## src/rtl/alu_flags_pkg.sv

```systemverilog
package alu_flags_pkg;

    typedef enum logic [3:0] {
        OP_ADD = 4'd0,  OP_SUB = 4'd1,  OP_ADC = 4'd2,  OP_SBC = 4'd3,
        OP_INC = 4'd4,  OP_DEC = 4'd5,  OP_NEG = 4'd6,  OP_NOT = 4'd7,
        OP_AND = 4'd8,  OP_OR  = 4'd9,  OP_XOR = 4'd10, OP_CMP = 4'd11,
        OP_TST = 4'd12, OP_RSV13 = 4'd13, OP_RSV14 = 4'd14, OP_RSV15 = 4'd15
    } alu_op_e;

    typedef enum logic [3:0] {
        CC_ZS = 4'd0, CC_ZC = 4'd1, CC_CS = 4'd2, CC_CC = 4'd3,
        CC_PL = 4'd4, CC_MI = 4'd5, CC_VS = 4'd6, CC_VC = 4'd7,
        CC_AL = 4'd8
    } cond_e;

    typedef enum logic [1:0] {
        K_NONE  = 2'd0,
        K_ARITH = 2'd1,
        K_LOGIC = 2'd2
    } op_kind_e;

    typedef struct packed {
        logic n;
        logic z;
        logic v;
        logic c;
    } flags_t;

    function automatic logic writes_result(alu_op_e op);
        return (op <= OP_XOR);
    endfunction

endpackage

```

## src/rtl/flag_adder.sv

```systemverilog
module flag_adder #(
    parameter int WIDTH = 8
) (
    input  logic [WIDTH-1:0] x,
    input  logic [WIDTH-1:0] y,
    input  logic             cin,
    output logic [WIDTH-1:0] sum,
    output logic             c_into_msb,
    output logic             cout
);
    localparam int LOW = WIDTH - 1;

    logic [LOW:0] low_sum;
    logic [1:0]   top_sum;

    // split at the sign bit so the carry entering it is visible
    always_comb begin
        low_sum    = {1'b0, x[LOW-1:0]} + {1'b0, y[LOW-1:0]} + {{LOW{1'b0}}, cin};
        c_into_msb = low_sum[LOW];
        top_sum    = {1'b0, x[LOW]} + {1'b0, y[LOW]} + {1'b0, c_into_msb};
        sum        = {top_sum[0], low_sum[LOW-1:0]};
        cout       = top_sum[1];
    end
endmodule

```

## src/rtl/flag_op_decode.sv

```systemverilog
module flag_op_decode
    import alu_flags_pkg::*;
#(
    parameter int WIDTH = 8
) (
    input  alu_op_e          op,
    input  logic [WIDTH-1:0] a,
    input  logic [WIDTH-1:0] b,
    input  logic             carry_in,
    output logic [WIDTH-1:0] add_x,
    output logic [WIDTH-1:0] add_y,
    output logic             add_c,
    output logic [WIDTH-1:0] logic_val,
    output op_kind_e         kind
);
    localparam logic [WIDTH-1:0] ZERO = '0;
    localparam logic [WIDTH-1:0] ONES = '1;

    always_comb begin
        add_x     = a;
        add_y     = b;
        add_c     = 1'b0;
        logic_val = ZERO;
        kind      = K_ARITH;
        unique case (op)
            OP_ADD: ;
            OP_SUB, OP_CMP: begin add_y = ~b; add_c = 1'b1; end
            OP_ADC: add_c = carry_in;
            OP_SBC: begin add_y = ~b; add_c = carry_in; end
            OP_INC: begin add_y = ZERO; add_c = 1'b1; end
            OP_DEC: add_y = ONES;
            OP_NEG: begin add_x = ZERO; add_y = ~a; add_c = 1'b1; end
            OP_NOT: begin logic_val = ~a;    kind = K_LOGIC; end
            OP_AND, OP_TST: begin logic_val = a & b; kind = K_LOGIC; end
            OP_OR:  begin logic_val = a | b; kind = K_LOGIC; end
            OP_XOR: begin logic_val = a ^ b; kind = K_LOGIC; end
            default: kind = K_NONE;
        endcase
    end
endmodule

```

## src/rtl/flag_cond_eval.sv

```systemverilog
module flag_cond_eval
    import alu_flags_pkg::*;
(
    input  logic [3:0] cond,
    input  flags_t     f,
    output logic       taken
);
    always_comb begin
        unique case (cond)
            CC_ZS:   taken = f.z;
            CC_ZC:   taken = !f.z;
            CC_CS:   taken = f.c;
            CC_CC:   taken = !f.c;
            CC_PL:   taken = !f.n;
            CC_MI:   taken = f.n;
            CC_VS:   taken = f.v;
            CC_VC:   taken = !f.v;
            CC_AL:   taken = 1'b1;
            default: taken = 1'b0;
        endcase
    end
endmodule

```

## src/rtl/flag_alu.sv

```systemverilog
module flag_alu
    import alu_flags_pkg::*;
#(
    parameter int WIDTH = 8
) (
    input  logic             clk,
    input  logic             rst,
    input  logic [WIDTH-1:0] op_a,
    input  logic [WIDTH-1:0] op_b,
    input  logic [3:0]       opcode,
    input  logic             carry_in,
    input  logic             flag_we,
    output logic [WIDTH-1:0] result,
    output logic             result_we,
    output logic             flag_n,
    output logic             flag_z,
    output logic             flag_v,
    output logic             flag_c,
    input  logic [3:0]       cond,
    output logic             taken
);
    localparam int MSB = WIDTH - 1;

    alu_op_e          op;
    op_kind_e         kind;
    logic [WIDTH-1:0] add_x, add_y, sum, logic_val, value;
    logic             add_c, c_msb, cout;
    flags_t           flags_q, flags_d;

    assign op = alu_op_e'(opcode);

    flag_op_decode #(.WIDTH(WIDTH)) decode_i (
        .op(op), .a(op_a), .b(op_b), .carry_in(carry_in),
        .add_x(add_x), .add_y(add_y), .add_c(add_c),
        .logic_val(logic_val), .kind(kind)
    );

    flag_adder #(.WIDTH(WIDTH)) adder_i (
        .x(add_x), .y(add_y), .cin(add_c),
        .sum(sum), .c_into_msb(c_msb), .cout(cout)
    );

    always_comb begin
        unique case (kind)
            K_ARITH: value = sum;
            K_LOGIC: value = logic_val;
            default: value = '0;
        endcase
        flags_d.n = value[MSB];
        flags_d.z = (value == '0);
        flags_d.v = (kind == K_ARITH) ? (c_msb ^ cout) : 1'b0;
        flags_d.c = (kind == K_ARITH) ? cout : flags_q.c;
    end

    assign result    = value;
    assign result_we = writes_result(op);

    always_ff @(posedge clk) begin
        if (rst)
            flags_q <= '0;
        else if (flag_we && kind != K_NONE)
            flags_q <= flags_d;
    end

    assign flag_n = flags_q.n;
    assign flag_z = flags_q.z;
    assign flag_v = flags_q.v;
    assign flag_c = flags_q.c;

    flag_cond_eval cond_i (.cond(cond), .f(flags_q), .taken(taken));

    a_r9_hold_when_disabled: assert property (@(posedge clk) disable iff (rst)
        !flag_we |=> $stable(flags_q));

    a_r4_reserved_no_update: assert property (@(posedge clk) disable iff (rst)
        (opcode > 4'd12) |=> $stable(flags_q));

    a_r4_no_writeback: assert property (@(posedge clk) disable iff (rst)
        (opcode == 4'd11 || opcode == 4'd12) |-> !result_we);

    a_r8_logic_clears_v: assert property (@(posedge clk) disable iff (rst)
        (flag_we && kind == K_LOGIC) |=> !flag_v);

    a_r8_logic_keeps_c: assert property (@(posedge clk) disable iff (rst)
        (flag_we && kind == K_LOGIC) |=> (flag_c == $past(flag_c)));

    a_r5_zero_flag: assert property (@(posedge clk) disable iff (rst)
        (flag_we && kind != K_NONE) |=> (flag_z == ($past(result) == '0)));

    a_r7_add_overflow: assert property (@(posedge clk) disable iff (rst)
        (flag_we && opcode == 4'd0 && op_a[MSB] == op_b[MSB] && result[MSB] != op_a[MSB])
        |=> flag_v);

    a_r10_always_taken: assert property (@(posedge clk) disable iff (rst)
        (cond == 4'd8) |-> taken);
endmodule

```

## config.mk

```make
export PLATFORM = sky130hd
export DESIGN_NAME = flag_alu
export DESIGN_NICKNAME = d
export VERILOG_FILES = /design/src/rtl/alu_flags_pkg.sv /design/src/rtl/flag_adder.sv /design/src/rtl/flag_op_decode.sv /design/src/rtl/flag_cond_eval.sv /design/src/rtl/flag_alu.sv
export SDC_FILE = /design/constraint.sdc
export NUM_CORES = 1
export LEC_CHECK = 0
export BUFFER_PORTS_ARGS = -buffer_cell sky130_fd_sc_hd__buf_2
export CORE_UTILIZATION = 59
export CTS_BUF_LIST = sky130_fd_sc_hd__clkbuf_16
export CTS_CLUSTER_DIAMETER = 50
export DETAILED_ROUTE_END_ITERATION = 16
export PLACE_DENSITY = 0.95
export REMOVE_ABC_BUFFERS = 1
export SETUP_SLACK_MARGIN = 0.02
export SKIP_LAST_GASP = 1
export SLEW_MARGIN = 20
export SYNTH_ARGS = -nofsm -noshare
export SYNTH_HDL_FRONTEND = slang
export SYNTH_HIERARCHICAL = 1
export SYNTH_SLANG_ARGS = --single-unit
```

## constraint.sdc

```tcl
create_clock -name clk -period 6.1 [get_ports clk]
set_clock_uncertainty 0.2 [all_clocks]
set_input_delay 0 -clock clk [delete_from_list [all_inputs] [get_ports clk]]
set_output_delay 0 -clock clk [all_outputs]
set_load 0.1 [all_outputs]
```

## Word-level counts from Yosys, hierarchy flattened

Cells that the tools add are included.
W data, S select, Z words.

| storage, ports and cells | value |
|---|---|
| input bits | 28 |
| register bits after elaboration | 4 |

| operators by class | value |
|---|---|
| muxes and demuxes | 8 |
| add/subtract/negate cells | 4 |
| bitwise gates (word level) | 6 |
| equality and inequality tests | 22 |
| reductions and logical operators | 16 |
| magnitude comparators | 1 |

Operator list:

| cell | number |
|---|---|
| $pmux W8 S4 | 2 |
| $eq A4 B3 Y1 const B | 8 |
| $eq A4 B4 Y1 const B | 6 |
| $eq A4 B2 Y1 const B | 4 |
| $not A8 Y8 | 2 |
| $pmux W8 S2 | 1 |
| $pmux W1 S9 | 1 |
| $add A7 B7 Y8 | 1 |
| $add A8 B1 Y8 | 1 |
| $and A8 B8 Y8 | 1 |
| $eq A4 B1 Y1 const B | 2 |
| $logic_not A4 Y1 | 2 |
| $logic_not A8 Y1 | 1 |
| $mux W8 | 1 |
| $or A8 B8 Y8 | 1 |
| $reduce_or A8 Y1 | 1 |
| $xor A8 B8 Y8 | 1 |
| $reduce_or A5 Y1 | 1 |
| $le A4 B4 Y1 const B | 1 |
| $logic_not A1 Y1 | 4 |
| $pmux W2 S2 | 1 |
| $reduce_or A2 Y1 | 2 |
| $reduce_or A4 Y1 | 1 |
| $reduce_or A3 Y1 | 1 |
| 10 further kinds | 10 |

## Logic depth before layout (Yosys ltp)

Gate-level depths: netlist (run 1).

| depth | value |
|---|---|
| depth in word-level cells | 8 |
| gate-level depth with buffers | 15 |
| mapped depth without buffers | 13 |

## Cells and area by module

The synthesis (run 1) kept the hierarchy.

Modules (own cells, without submodules):

| module | sequential area each (um^2) | cells each | area each (um^2) | instances |
|---|---|---|---|---|
| flag_op_decode | 0.0 | 135 | 944.7 | 1 |
| flag_alu | 80.1 | 47 | 405.4 | 1 |
| flag_adder | 0.0 | 42 | 334.1 | 1 |
| flag_cond_eval | 0.0 | 9 | 76.3 | 1 |

## Worst setup path before layout (run 1)

OpenSTA, ideal clock, no wires.

| timing path | value |
|---|---|
| kind | reg2out |
| start | reg flags_q, in the netlist flag_n |
| end | out taken |
| buffers on the path | 0 |
| stages on the path, launching flop included | 4 |
| slack | 2.096 ns |
| required time | 5.900 ns |
| arrival time | 3.804 ns |
| path through | dfxtp_1 inv_1 mux4_2 o311ai_1 |

| between the ends | value |
|---|---|
| longest elaborated chain between the ends | 2 |

Ends and longest elaborated chain:

| element | RTL line | source |
|---|---|---|
| from (decl) | flag_alu.sv:28 | `flags_t flags_q, flags_d;` |
| from (signal assigned) | flag_alu.sv:62 | `flags_q <= flags_d;` |
| $logic_not A1 Y1 | flag_cond_eval.sv:14 | `CC_PL: taken = !f.n;` |
| $pmux W1 S9 (*) | flag_cond_eval.sv:9 | `unique case (cond)` |
| to (decl) | flag_alu.sv:20 | `output logic taken` |

Every way passes the cells marked *; elsewhere a longest branch is shown, timed or not.

## Worst setup path in the final report (run 1)

| timing path | value |
|---|---|
| start | in opcode[1] |
| end | out result[7] |

RTL lines:

| element | RTL line | source |
|---|---|---|
| from (decl) | flag_alu.sv:10 | `input logic [3:0] opcode,` |
| $eq A4 B3 Y1 | flag_op_decode.sv:25 | `unique case (op)` |
| $mux W8 | flag_op_decode.sv:25 |  |
| named net add_x[0] | flag_alu.sv:26 | `logic [WIDTH-1:0] add_x, add_y, sum, logic_val, value;` |
| $add A7 B7 Y8 | flag_adder.sv:18 | `low_sum = {1'b0, x[LOW-1:0]} + {1'b0, y[LOW-1:0]} + {{LOW{1'b0}}, cin};` |
| $add A8 B1 Y8 | flag_adder.sv:18 |  |
| $add A2 B1 Y2 | flag_adder.sv:20 | `top_sum = {1'b0, x[LOW]} + {1'b0, y[LOW]} + {1'b0, c_into_msb};` |
| named net sum[7] | flag_alu.sv:26 |  |
| $pmux W8 S2 | flag_alu.sv:44 | `unique case (kind)` |
| to (decl) | flag_alu.sv:13 | `output logic [WIDTH-1:0] result,` |

The timed path passes the listed nets, and every way through them passes these cells.

==> metrics.txt, run 1 <==
die width 56.6 um; Clock Tree Root clkbuf_16; Overflow after GRT 0; Port Buffers 41; CP endpoint kind output pin; drt first pass iters 5; vias in the first global route ~1800; Req. time, crit path roughly 5.9 ns; kind of critical path in2out; Die Y ~57 um; Final min period 3.93 ns; top-count cell post-synth inv_1; Max Freq ~0.25 GHz; asr flop ratio synth 0%; Seq. cell area 80.1 sq um; cts bufs inserted 3; RD Place Congestion 0.987; H-tree Lvls 1; Antenna Cells 0; post-route insts no fill 293; Seq/Total Area, Yosys roughly 4.5%; P&R area growth vs syn 13.2%; maximum vdd drop 254 uV; die area around 3200 sq um; final setup TNS 0 ns; top cells by area, synth ha_1 18%, inv_1 6.6%, nor2_1 6.2%; CTS Buffer Depth 2; Post-Syn Area per Cell approximately 7.6 sq um; Synth area leader ha_1; Max FO, Critical Path 24; fin nets 320; WHS between 0.2 and 0.3 ns; Detailed Route Iter0 Violations ~140; area of the multi-input gates about 1500 sq um; Power Density slightly below 200 nW/um^2; Clock Sinks 4; row count 19; period utilization roughly 64%; worst skew pair latency roughly 0.22 ns; WL per Instance 16.1 um; RSZ-0062 raised after global routing no; number of synthesized flops with an enable pin 0; # IOs 42; Reg2Reg Setup Slack 5.17 ns; crit path buf inv count 3; Max-cap violations 0; CP startpoint kind input port; Critical Path, Cell by Cell buf_2, nand3b_2, nor2_1, nor2_1, fa_1, a21oi_1, nor2b_1, a311o_2, a31oi_1, fa_1, inv_1, a22oi_2, nor2_1, buf_2; Final Slew Violations 0; Synthesis Warnings 6; Crit path max-delay family simple AND/OR/NAND/NOR gates; postcts setup bufs 0; synth unique cells 56; DP HPWL 3510 um; GRT Util Overall ~30%; synthesized area between 1500 and 2000 sq um; fraction of layout cells with a size suffix above 1 about 22%; worst slew pin tran 0.656 ns; # fillers around 210; CP peak stage delay between 0.5 and 0.6 ns; antenna viol nets, final 0; final hold viol count 0; worst r2r path cells 2; slowest CP cell nor2_1; Worst EP arrival about 3.7 ns; Slew headroom about 56%; initial antenna violation count 0; number of synthesized register bits 4; Hold Path Class in2out; Synth top area share 17.8%; Post-Synthesis Cells around 230; hold depth 3; Critical Path Stages 14; number of remaining DRC errors 0; Core Area between 2000 and 3000 sq um; Total Routed Length 4730 um; Via-to-Cell Ratio approximately 6.6; ys flop type dfxtp_1; first-pass GRT wire length between 7000 and 8000 um; largest net degree at the start of global routing 25; Commonest cells post-synth 31 x inv_1, 29 x nor2_1, 25 x ha_1; Initial Utilization between 60 and 70%; placed insts approximately 290; outcome complete, no violations; via count roughly 1900; CTS tree built; Leak around 0.001 uW; most frequent CP cell nor2_1; Final setup viols 0
## sequential cells by signal (all words and copies together), names as in the netlist
signal and flops:
flag_c 1, flag_n 1, flag_v 1, flag_z 1
## logic make-up after synthesis
family	share of synthesized area, %
AO/OA/AOI/OAI	37.5
AND/OR/NAND/NOR	18.9
buffers and inverters	12.9
adder cells (fa/ha/maj)	21.2
XOR/XNOR	1.99
multiplexers	2.99
flip-flops	4.55
## path summary, 6_finish.rpt
kind	startpoint	end
max	opcode[1]	result[7]
min	cond[3]	taken
max reg2reg	flag_z$_SDFFE_PP0P_	flag_z$_SDFFE_PP0P_
min reg2reg	flag_v$_SDFFE_PP0P_	flag_v$_SDFFE_PP0P_
## metrics by stage
step	util [%]	setup WS [ns]	total power [uW]	area [sq um]
global placement	68.2	2.35	269	1900
floorplan	-	2.08	220	1650
finish	71.7	2.17	383	1990
global route	71.7	1.91	406	1990
detailed placement	68.2	2.21	275	1900
CTS	71.7	2.22	380	1990
## layout by cell type, fill, tap and decap left out, drive strengths merged, types with 2 or more instances in the layout
cell         netlist  final
buf               15     41
inv               32     32
nor2              29     29
ha                25     25
o21ai             16     16
a22oi             15     15
a221o              8      8
o22a               7      7
a21oi              7      7
nor2b              6      6
nand2              5      5
o22ai              5      5
a22o               5      5
nand2b             4      4
dfxtp              4      4
o41ai              4      4
mux2i              3      3
fa                 3      3
clkbuf             2      3
nand3              3      3
nand3b             3      3
a21o               2      2
a41oi              2      2
xor2               2      2
a31oi              2      2
xnor2              2      2
nor4bb             2      2
dlygate4sd3        0      2
a311o              2      2
nor3b              2      2
o311ai             2      2
or3b               2      2
## metal layers
layer  vias to the layer above  wire (um)  GRT usage (%)  part of all wire [%]
met4                         0        164           10.8                   3.5
li1                        919          -              -                     -
met3                        20        364           2.76                   7.7
met2                       102       2180           48.9                    46
met5                         -          0              0                     0
met1                       883       2020           40.9                    43
## layout make-up
cell class	instances	share of cell area, %
clock buffer	3	3.77
inverter	32	6.03
multi-input combinational	180	72.9
sequential	4	4.02
tap	31	1.95
timing repair buffer	43	11.3
## timing repair
item	4_1_cts	5_1_grt
gates resized for setup	0	0
endpoints found under the hold margin	4	0
hold buffers	2	0
endpoints found under the setup margin	0	0
## report_power, final
group	switching (uW)	internal, uW
clock network	18.4	83.7
logic	172	78.7
registers	2.07	28.3
total	193	191
## worst reg2reg max path, stage by stage (launching register included)
cell	delay, ns
dfxtp_1	0.37
nand3b_1	0.15
o41ai_2	0.09
Note: power is estimated with default switching activity, not from simulation.
==> run 2, diff against run 1 <==
--- a/config.mk
+++ b/config.mk
@@ -6,11 +6,11 @@
 export NUM_CORES = 1
 export LEC_CHECK = 0
 export BUFFER_PORTS_ARGS = -buffer_cell sky130_fd_sc_hd__buf_2
-export CORE_UTILIZATION = 59
+export CORE_UTILIZATION = 55
 export CTS_BUF_LIST = sky130_fd_sc_hd__clkbuf_16
 export CTS_CLUSTER_DIAMETER = 50
 export DETAILED_ROUTE_END_ITERATION = 16
-export PLACE_DENSITY = 0.95
+export PLACE_DENSITY = 0.92
 export REMOVE_ABC_BUFFERS = 1
 export SETUP_SLACK_MARGIN = 0.02
 export SKIP_LAST_GASP = 1
==> constraint.sdc (replaced) <==
create_clock -name clk -period 3.63 [get_ports clk]
set_clock_uncertainty 0.2 [all_clocks]
set_input_delay 0 -clock clk [delete_from_list [all_inputs] [get_ports clk]]
set_output_delay 0 -clock clk [all_outputs]
set_load 0.1 [all_outputs]
==> run 2 against run 1 <==
  * Sequential power increased by 70%
  * Flip-flop and latch count unchanged
  * Total power increased by 74%
  * Largest cell class unchanged
  * Highest routed layer unchanged
  * Register-to-register slack got worse by 2.5 ns
  * Die area increased by 7.0%
  * Largest power group unchanged
  * Critical endpoint unchanged
==> metrics.txt, run 2 (synthesis results as in run 1) <==
Initial Utilization between 50% and 60%; fin nets between 300 and 400; antenna viol nets, final 0; Post-DP Area 2000 sq um; Max FO, Critical Path 20; Critical Path Stages 14; GRT Util Overall a little under a third; placed insts 310; # IOs 42; die width roughly 60 um; Crit path max-delay family compound AO/OA/AOI/OAI gates; crit path buf inv count 3; Req. time, crit path 3.43 ns; slowest CP cell fa_1; outcome complete, no violations; Max-cap violations 0; fin area about 2100 sq um; Reg2Reg Setup Slack 2.70 ns; Power Density approximately 320 nW/um^2; Die Y between 50 and 60 um; Max Freq 0.288 GHz; Core Area 3050 sq um; kind of critical path in2out; final setup TNS 0 ns; Final setup viols 0; CP startpoint kind input port; Hold Path Class in2reg; Slew headroom 62.4%; row count 20; worst slew pin tran around 0.56 ns; commonest non-fill, non-tap cell in the layout buf_2; largest net degree at the start of global routing 21; Layout Utilization between 60% and 70%; via count 2021; Overflow after GRT 0; worst skew pair latency roughly 0.22 ns; most frequent cells in the layout 39 x buf_2, 31 x inv_1, 28 x nor2_1; hold depth 3; maximum vdd drop 186 uV; die area ~3400 sq um; Detailed Route Iter0 Violations 127; Final min period roughly 3.5 ns; dpl ws between 0.06 and 0.07 ns; Total Routed Length roughly 5100 um; final hold viol count 0; Worst EP arrival around 3.3 ns; RD Place Congestion around 0.95; H-tree Lvls 1; P&R area growth vs syn 18.9%; number of remaining DRC errors 0; CP endpoint kind output pin; Setup crit start opcode[0]; Leak 0.00102 uW; FF-to-FF End flag_n$_SDFFE_PP0P_; post-route insts no fill 314; RR Startpoint flag_n$_SDFFE_PP0P_; Critical Path, Cell by Cell clkbuf_4, nor2b_1, a22o_1, a221o_1, fa_1, a21oi_1, nor2b_1, a311o_2, a31oi_2, fa_1, inv_1, a22oi_2, nor2_2, buf_12; Via-to-Cell Ratio between 6 and 7; RSZ-0062 raised after global routing no; CTS tree built; Port Buffers a little over 40; initial antenna violation count 0; Final Slew Violations 0; Antenna Cells 0; clock transition at the registers of the reported paths around 0.030 ns; Clock Sinks 4; CTS Buffer Depth 2; vias in the first global route around 1700; drt first pass iters 6; crit path to result[7]; fraction of layout cells with a size suffix above 1 between 20% and 30%; DP HPWL about 3700 um; period utilization 95.5%; worst r2r path cells 2; Clock Tree Root clkbuf_16; final worst slack 0.162 ns; WL per Instance between 15 and 20 um; CP peak stage delay around 0.46 ns; cts bufs inserted 3; # fillers between 200 and 250; first-pass GRT wire length about 8000 um
## run 2: worst min path at each step
stage / start / end / slack (ns)
6_report: flag_we / flag_z$_SDFFE_PP0P_ / 0.05
5_1_grt: flag_we / flag_c$_SDFFE_PP0P_ / 0.06
4_1_cts: flag_we / flag_c$_SDFFE_PP0P_ / 0.03
3_5_place_dp: rst / flag_c$_SDFFE_PP0P_ / 0.04
3_3_place_gp: rst / flag_n$_SDFFE_PP0P_ / 0.03
2_1_floorplan: rst / flag_n$_SDFFE_PP0P_ / -0.13
## run 2: final cells by class
cell class / instances / area (sq um) / share of cell area, %
Multi-Input combinational cell: 180 / 1460 / 69.9
Tap cell: 44 / 55.1 / 2.63
Inverter: 32 / 120 / 5.74
Clock buffer: 3 / 75.1 / 3.59
Timing Repair Buffer: 51 / 300 / 14.3
Sequential cell: 4 / 80.1 / 3.83
## run 2: power by group
part | switching, uW | total (uW) | leakage (uW) | internal [uW]
registers | 4.11 | 51.7 | 0.0000325 | 47.6
clock network | 30.1 | 171 | 0.0000370 | 141
logic | 301 | 446 | 0.000954 | 145
## run 2: routing by layer
metal	vias to the layer above	track usage [%]	routed length (um)
li1	933	-	-
met1	938	37.7	2010
met2	121	50.9	2440
met3	29	4.62	416
met4	0	13.9	226
met5	-	0	0
## run 2: timing repair
action                                  4_1_cts  5_1_grt
setup buffers                                 0        0
gates resized for setup                       0        3
endpoints found under the hold margin         4        0
endpoints found under the setup margin        0        2
hold buffers                                  1        0
## run 2: tightest hold or removal path, stage by stage
cell and delay [ns]:
buf_2 0.11, nand2b_1 0.19, o41ai_2 0.12
## run 2: metrics by stage
stage / power [uW] / hold slack [ns]
finish: 669 / 0.0476
global route: 702 / 0.0583
CTS: 659 / 0.0347
detailed placement: 478 / 0.0418
global placement: 466 / 0.0287
floorplan: 369 / -0.131
==> run 3, diff against run 2 <==
--- a/config.mk
+++ b/config.mk
@@ -6,11 +6,11 @@
 export NUM_CORES = 1
 export LEC_CHECK = 0
 export BUFFER_PORTS_ARGS = -buffer_cell sky130_fd_sc_hd__buf_2
-export CORE_UTILIZATION = 55
-export CTS_BUF_LIST = sky130_fd_sc_hd__clkbuf_16
+export CORE_UTILIZATION = 56
+export CTS_BUF_LIST = sky130_fd_sc_hd__clkbuf_2 sky130_fd_sc_hd__clkbuf_4 sky130_fd_sc_hd__clkbuf_8
 export CTS_CLUSTER_DIAMETER = 50
 export DETAILED_ROUTE_END_ITERATION = 16
-export PLACE_DENSITY = 0.92
+export PLACE_DENSITY = 0.93
 export REMOVE_ABC_BUFFERS = 1
 export SETUP_SLACK_MARGIN = 0.02
 export SKIP_LAST_GASP = 1
==> run 3 against run 2 <==
  * Cell count rose by 0.96%
  * First-iteration DRC count shrank 24%
  * Fmax about the same
  * Largest power group unchanged
==> metrics.txt, run 3 (synthesis results as in run 1) <==
outcome complete, no violations; RD Place Congestion 0.931; Power Density roughly 260 nW/um^2; Total Routed Length roughly 5000 um; Core Area about 2900 sq um; die width 58.1 um; Die Y slightly below 60 um; FF-to-FF End flag_c$_SDFFE_PP0P_; Leak slightly above 0.001 uW; Max Freq roughly 0.29 GHz; Clock Sinks 4; RSZ-0062 raised after global routing no; final setup TNS 0 ns; Post-DP Area about 2000 sq um; WHS 0.300 ns; worst hold start cond[3]; CTS tree built; WL per Instance about 16 um; antenna viol nets, final 0; RR Startpoint flag_c$_SDFFE_PP0P_; Final Slew Violations 0; Max FO, Critical Path 17; largest net degree at the start of global routing 18; Final min period between 3 and 4 ns; Req. time, crit path 3.58 ns; maximum vdd drop ~170 uV; Worst EP arrival 3.42 ns; Final setup viols 0; fin area between 2000 and 2500 sq um; fin nets roughly 330; via count ~2000; Layout Utilization between 70% and 80%; drt first pass iters 5; P&R area growth vs syn 17.7%; # IOs 42; most frequent cells in the layout 40 x buf_2, 31 x inv_1, 28 x nor2_1; Detailed Route Iter0 Violations 97; postcts setup bufs 0; die area between 3000 and 4000 sq um; GRT Util Overall about a third; Initial Utilization between 60% and 70%; post-route insts no fill about 320; commonest non-fill, non-tap cell in the layout buf_2; final hold viol count 0; worst r2r path cells 3; clock transition at the registers of the reported paths 0.03 ns; Overflow after GRT 0; placed insts 311; CTS Buffer Depth 2; Max-cap violations 0; period utilization a little over nine tenths; cts bufs inserted 3; Via-to-Cell Ratio between 6 and 7; worst slew pin tran just over 0.6 ns; H-tree Lvls 1; kind of critical path in2reg; WHS Endpoint taken; DP HPWL 3870 um; vias in the first global route between 1500 and 2000; Clock Tree Root clkbuf_4; CP startpoint kind input port; first-pass GRT wire length 8110 um; Reg2Reg Setup Slack 2.24 ns; number of remaining DRC errors 0; Antenna Cells 0; CP endpoint kind register; row count 19; Hold Path Class in2out; hold depth 3; Port Buffers 41; fraction of layout cells with a size suffix above 1 roughly 25%; Slew headroom just under 60%; initial antenna violation count 0; worst skew pair latency 0.25 ns
run 3: routing by layer:
layer  global-route usage [%]  vias to the layer above  wire length (um)
met3                     5.80                       22               401
li1                         -                      946                 -
met4                     14.3                        0               176
met1                     39.2                      940              2010
met5                        0                        -                 0
met2                     52.2                       95              2380
run 3: layout make-up:
cell class | instances | area, sq um
clock buffer | 3 | 22.5
fill | 221 | 805
inverter | 32 | 120
multi-input combinational | 180 | 1460
sequential | 4 | 80.1
tap | 42 | 52.6
timing repair buffer | 56 | 340
run 3: where the power goes:
group / internal [uW] / switching (uW)
Sequential: 47.6 / 3.19
Combinational: 146 / 295
Clock: 37.1 / 20.4
Total: 230 / 319
run 3: repair_timing:
action	CTS	global route
hold buffers	3	0
resized for setup	0	1
setup endpoints to repair	0	1
hold endpoints to repair	4	0
run 3: critical path, stage by stage:
cell and delay [ns]:
buf_2 0.26, nor2b_1 0.12, a22o_1 0.24, a221o_1 0.28, fa_1 0.44, a21oi_1 0.15
nor2b_1 0.09, a311o_2 0.42, a31oi_1 0.21, fa_1 0.44, inv_1 0.08, a22oi_2 0.08
or3_1 0.41, a21oi_1 0.20
run 3: worst max path at each step:
stage / startpoint / endpoint / slack [ns] / cells after the start
after global routing: opcode[3] / flag_n$_SDFFE_PP0P_ / 0.05 / 15
after detailed placement: opcode[1] / flag_n$_SDFFE_PP0P_ / 0.11 / 14
after floorplan: opcode[3] / result[7] / -0.39 / 12
after CTS: opcode[1] / result[7] / 0.18 / 14
after global placement: opcode[1] / flag_n$_SDFFE_PP0P_ / 0.17 / 14
final: opcode[1] / flag_n$_SDFFE_PP0P_ / 0.16 / 14
run 3: through the flow:
stage                     setup slack, ns  total power, uW
final                               0.164              549
after global routing               0.0540              588
after global placement              0.165              468
after detailed placement            0.107              479
after CTS                           0.176              541
after floorplan                    -0.388              369
